File: config.mk
export PLATFORM = sky130hd
export DESIGN_NAME = irq_ack_ctrl
export DESIGN_NICKNAME = d
export VERILOG_FILES = /design/src/rtl/irq_ack_ctrl.sv
export SDC_FILE = /design/constraint.sdc
export NUM_CORES = 1
export LEC_CHECK = 0
export ABC_AREA = 1
export ABC_CLOCK_PERIOD_IN_PS = 1700
export BUFFER_PORTS_ARGS = -buffer_cell sky130_fd_sc_hd__buf_2
export CORE_ASPECT_RATIO = 1.1
export CORE_UTILIZATION = 45
export CTS_CLUSTER_DIAMETER = 150
export DETAILED_ROUTE_END_ITERATION = 6
export GPL_TIMING_DRIVEN = 1
export PLACE_DENSITY = 0.76
export SYNTH_ARGS = -nofsm -noshare
export SYNTH_HDL_FRONTEND = slang
export SYNTH_SLANG_ARGS = --single-unit
File: constraint.sdc
create_clock -name clk -period 1.7 [get_ports clk]
set_clock_uncertainty 0.15 [all_clocks]
set_input_delay 0.34 -clock clk [delete_from_list [all_inputs] [get_ports clk]]
set_output_delay 0.34 -clock clk [all_outputs]
set_load 0.02 [all_outputs]
File: src/rtl/irq_ack_ctrl.sv
module irq_ack_ctrl #(
  parameter int VEC_W     = 8,
  parameter int AUTO_BASE = 24,
  parameter int SPUR_VEC  = 24
) (
  input  logic             clk,
  input  logic             rst_n,
  input  logic [6:0]       irq_n,
  input  logic [2:0]       mask,
  input  logic [5:0]       edge_sel,
  input  logic [6:0]       avec_cfg,
  input  logic             avec_n,
  input  logic             ack_strb,
  input  logic [3:1]       ack_addr,
  input  logic [VEC_W-1:0] dev_vec,
  output logic             pend,
  output logic [2:0]       pend_lvl,
  output logic [VEC_W-1:0] vec,
  output logic             vec_vld,
  output logic             avec_term,
  output logic             spurious
);
  localparam int NLVL = 7;

  logic [NLVL-1:0] s_low, neg_low, prev_hi, fall, ack_hit, active, eligible;
  logic [NLVL-2:0] elat;
  logic            arm7;
  logic            ack_ok;
  logic [2:0]      idx;

  assign ack_ok  = ack_strb && (ack_addr != 3'd0);
  assign idx     = ack_addr - 3'd1;
  assign ack_hit = ack_ok ? (NLVL'(1) << idx) : '0;
  assign fall    = (~irq_n | neg_low) & prev_hi;

  always_ff @(negedge clk or negedge rst_n)
    if (!rst_n) neg_low <= '0;
    else        neg_low <= ~irq_n;

  always_ff @(posedge clk or negedge rst_n)
    if (!rst_n) begin
      s_low   <= '0;
      prev_hi <= '1;
    end else begin
      s_low   <= ~irq_n;
      prev_hi <= irq_n;
    end

  always_ff @(posedge clk or negedge rst_n)
    if (!rst_n) elat <= '0;
    else
      for (int i = 0; i < NLVL-1; i++)
        elat[i] <= edge_sel[i] & (fall[i] | (elat[i] & ~ack_hit[i]));

  always_ff @(posedge clk or negedge rst_n)
    if (!rst_n)             arm7 <= 1'b1;
    else if (ack_hit[6])    arm7 <= 1'b0;
    else if (irq_n[6])      arm7 <= 1'b1;

  always_comb begin
    for (int i = 0; i < NLVL-1; i++) begin
      active[i]   = edge_sel[i] ? elat[i] : s_low[i];
      eligible[i] = active[i] && (3'(i + 1) > mask);
    end
    active[6]   = s_low[6] & arm7;
    eligible[6] = active[6];
  end

  always_comb begin
    pend_lvl = 3'd0;
    for (int i = 0; i < NLVL; i++)
      if (eligible[i]) pend_lvl = 3'(i + 1);
  end

  assign pend = |eligible;

  always_ff @(posedge clk or negedge rst_n)
    if (!rst_n) begin
      vec       <= '0;
      vec_vld   <= 1'b0;
      avec_term <= 1'b0;
      spurious  <= 1'b0;
    end else begin
      vec       <= '0;
      vec_vld   <= 1'b0;
      avec_term <= 1'b0;
      spurious  <= 1'b0;
      if (ack_ok) begin
        if (!active[idx]) begin
          spurious <= 1'b1;
          vec      <= VEC_W'(SPUR_VEC);
        end else if (avec_cfg[idx] || !avec_n) begin
          avec_term <= 1'b1;
          vec       <= VEC_W'(AUTO_BASE) + VEC_W'(ack_addr);
        end else begin
          vec_vld <= 1'b1;
          vec     <= dev_vec;
        end
      end
    end
endmodule


==> results.txt <==
The flow ran to the end, but the final reports show violations. The final reports fail on setup timing. The instance count along the most critical hold path was 2. Summed over all layers, the routed wires come to 4190 µm. The initial cell density of the core came out at 47.9%. The type of the worst min-delay path is input port to register.

By area the synthesized netlist is led by sky130_fd_sc_hd__dfrtp_1, sky130_fd_sc_hd__dfstp_2, sky130_fd_sc_hd__nand2_1. Setup total negative slack on the finished layout was measured at -2.59 ns. Number of max-slew violations in the final report: 0.

After technology mapping, the gate count stands at 196. Entering global routing, the biggest net connects 17 pins. The weighted congestion reported at the end of routability-driven placement is 0.907, and the data required time at the worst endpoint is 1.21 ns.

Counting cells, the worst reg-to-reg path comes to 12. No sink is reached through more buffers than the 2 on the longest clock path. For this run, the leading register cell type out of synthesis is sky130_fd_sc_hd__dfrtp_1. Cells with a size suffix above 1 make up 46.1% of the layout. The normalized max-slew margin is 75.6%. The leftover overflow at the end of global routing was 0; the post-layout instance count excluding filler cells was 343. The tools report the synthesized netlist net count as 240. The analysis attributes to cell leakage a power of 0.00140 µW. By count the netlist is led by sky130_fd_sc_hd__nand2_1, sky130_fd_sc_hd__inv_1, sky130_fd_sc_hd__dfrtp_1. The worst setup path is captured at an output port. The first global-routing pass estimated 6350 µm of wire. For the pin with the worst max-slew slack, the measured transition is 0.366 ns.

After detailed routing, the average wire length per cell comes to 12.2 µm. Averaged over all synthesized cells, the footprint is 9.06 µm². The routed layout has 1630 vias.

sky130_fd_sc_hd__nand2_1 is the most common cell in the netlist. Subtracting the final worst setup slack from the clock period gives 1.91 ns. Row generation in the floorplan step produced 23 rows. The cell taking the most area after synthesis is sky130_fd_sc_hd__dfrtp_1.

The later-pin clock latency in the skew report was 0.29 ns; the reported max-cap violation count was 0. With fillers left out, the area of the finished cells amounts to 0.00260 mm². In this run the most critical hold path is launched from irq_n[6]. After detailed placement, the total cell area comes to 0.00228 mm². The worst hold path terminates at s_low[6]$_DFF_PN0_. Detailed placement ended at an HPWL of 2900 µm. The CTS clock-pin slew for the worst setup and hold paths was 0.07 ns; the final worst slack was -0.205 ns.

The initial antenna violation count was 0. The number of instances in the placed design came out at 320. Relative to the synthesized area, the layout overhead comes to 46.3%.

In this run the register-to-register setup slack is -0.19 ns. Along the worst path, the maximum fanout reaches 3. The detail route stage leaves a number of antenna-violating nets equal to 0. The maximum vdd ir drop came out at 0.000555 V. 53 I/O pins were placed. The startpoint identified for the worst register-to-register timing path is s_low[1]$_DFF_PN0_. At the end of the flow, the number of nets in the layout was 336. CTS saw 37 sinks. The vertical die dimension is 67.9 µm. The first detailed-routing pass took 4 iterations. After synthesis, flip-flops and latches occupy 52.6% of the total area. Setup violations remaining at the end of the flow were counted as 16. For the worst setup path, the data arrival time is 1.42 ns. The overall die width is 61.9 µm, and the share of async-settable or async-resettable flops after synthesis is 100%. CTS built an H-tree with a depth of 2.

The count of port buffers added during placement was 52. The worst setup path category is register to output port. 0 antenna diodes ended up in the layout. The worst setup path is launched from a register. The number of enable-type register cells in the synthesized netlist was 0.

The count of different cell masters after synthesis was 26; the initial DRC count was 64. The average vias per placed instance was 4.75. In this run, synthesis produced a sequential element count of 37. The tools report the number of global-route vias before repair as 1511. The tree is rooted in a sky130_fd_sc_hd__clkbuf_8. The tightest hold path in the finished design has a slack of 0.0464 ns. The peak clock frequency supported by timing is 0.525 GHz.

In this run the critical register-to-register path is captured at vec[2]$_DFF_PN0_. For the end-of-flow core utilization, the log shows 70.0%. In the routed design, unresolved DRC markers number 0. The number of failing hold endpoints at the final stage was 0; the total track usage was 21.4%.

TritonCTS built the clock tree. After synthesis the cells add up to 0.00178 mm². The tools report the area enclosed by the die boundary as 0.00420 mm². The tools report the core outline area as 0.00371 mm². The synthesized design devotes to its leading area cell type 33.8% of total area. The power density of the placed cells works out to 821 mW/mm². Counting the buffers created by CTS gives 5.

Setup repair after global routing could not meet its margin everywhere. The number of synthesis warnings is 0, and the fraction of the cycle the final worst path needs is 112%.
-- stage by stage --
stage / power, µW / setup slack (ns)
final: 2130 / -0.205
after floorplan: 1210 / 0.00991
after detailed placement: 1400 / -0.205
after global placement: 1390 / -0.195
after global routing: 2240 / -0.298
after CTS: 2110 / -0.199
-- area by class of cell --
cell class / instances / area [µm²]
clock buffer: 7 / 96.3
sequential: 37 / 935
fill: 297 / 1110
clock inverter: 1 / 5.00
inverter: 40 / 153
tap: 50 / 62.6
multi-input combinational: 119 / 781
timing repair buffer: 89 / 567
-- timing repair --
item	4_1_cts	5_1_grt
setup buffers	6	2
hold buffers	7	0
hold endpoints to repair	7	0
pin swaps	8	8
endpoints found under the setup margin	8	21
resized for setup	18	18
gates cloned	0	0
-- sequential cells by signal, indices dropped and copies added (netlist names) --
register,count
elat,6
prev_hi,6
arm7,1
s_low,7
spurious,1
vec_vld,1
vec,8
avec_term,1
neg_low,6
-- cell usage in the layout (no fill, tap or decap), types with 2 or more instances in the layout --
cell                            instances
sky130_fd_sc_hd__a21oi_1                6
sky130_fd_sc_hd__a21oi_2                3
sky130_fd_sc_hd__buf_2                 49
sky130_fd_sc_hd__buf_4                 32
sky130_fd_sc_hd__clkbuf_8               7
sky130_fd_sc_hd__dfrtn_1                6
sky130_fd_sc_hd__dfrtp_1               24
sky130_fd_sc_hd__dfstp_2                7
sky130_fd_sc_hd__dlygate4sd3_1          7
sky130_fd_sc_hd__ha_1                   5
sky130_fd_sc_hd__inv_1                 37
sky130_fd_sc_hd__inv_2                  2
sky130_fd_sc_hd__nand2_1               34
sky130_fd_sc_hd__nand2_2                9
sky130_fd_sc_hd__nand2_4                3
sky130_fd_sc_hd__nand3_1                6
sky130_fd_sc_hd__nand3_2                4
sky130_fd_sc_hd__nand3_4                2
sky130_fd_sc_hd__nand4_1                5
sky130_fd_sc_hd__nor2_1                 7
sky130_fd_sc_hd__nor2_4                 2
sky130_fd_sc_hd__nor3_1                 4
sky130_fd_sc_hd__nor3_2                 4
sky130_fd_sc_hd__o211ai_1               5
sky130_fd_sc_hd__o21ai_0                3
sky130_fd_sc_hd__o21ai_1                7
sky130_fd_sc_hd__o21ai_2                2
-- power by group --
part	switching [µW]	total (µW)	internal [µW]
registers	15.5	958	943
logic	294	508	214
clock network	301	667	366
total	610	2130	1520
-- cells by family after synthesis --
kind of cell	synth area share, %
AO/OA/AOI/OAI	9.58
buffers and inverters	8.59
adder cells (fa/ha/maj)	4.23
flip-flops	52.6
AND/OR/NAND/NOR	25.0
-- critical path, cell delays in order (launching register included) --
cell and delay (ns):
sky130_fd_sc_hd__dfrtp_1 0.36, sky130_fd_sc_hd__nand2_2 0.08, sky130_fd_sc_hd__and2_4 0.18, sky130_fd_sc_hd__o21ai_4 0.14, sky130_fd_sc_hd__inv_2 0.04, sky130_fd_sc_hd__o211ai_1 0.16, sky130_fd_sc_hd__buf_4 0.17
-- worst max path at each step --
stage | startpoint | end | slack (ns)
global route | elat[1]$_DFF_PN0_ | pend_lvl[0] | -0.30
floorplan | ack_addr[1] | vec_vld$_DFF_PN0_ | 0.01
finish | elat[1]$_DFF_PN0_ | pend_lvl[1] | -0.21
detailed placement | ack_addr[2] | avec_term$_DFF_PN0_ | -0.20
CTS | s_low[1]$_DFF_PN0_ | pend_lvl[0] | -0.20
global placement | ack_addr[2] | avec_term$_DFF_PN0_ | -0.19
-- metal layers --
| layer | vias up | share of wire, % | GRT usage [%] |
|---|---|---|---|
| met1 | 764 | 42 | 25.7 |
| li1 | 814 | - | - |
| met5 | - | 0 | 0 |
| met3 | 5 | 5.4 | 5.86 |
| met2 | 47 | 51 | 36.0 |
| met4 | 0 | 1.6 | 8.33 |
Note: power is estimated with default switching activity, not from simulation.
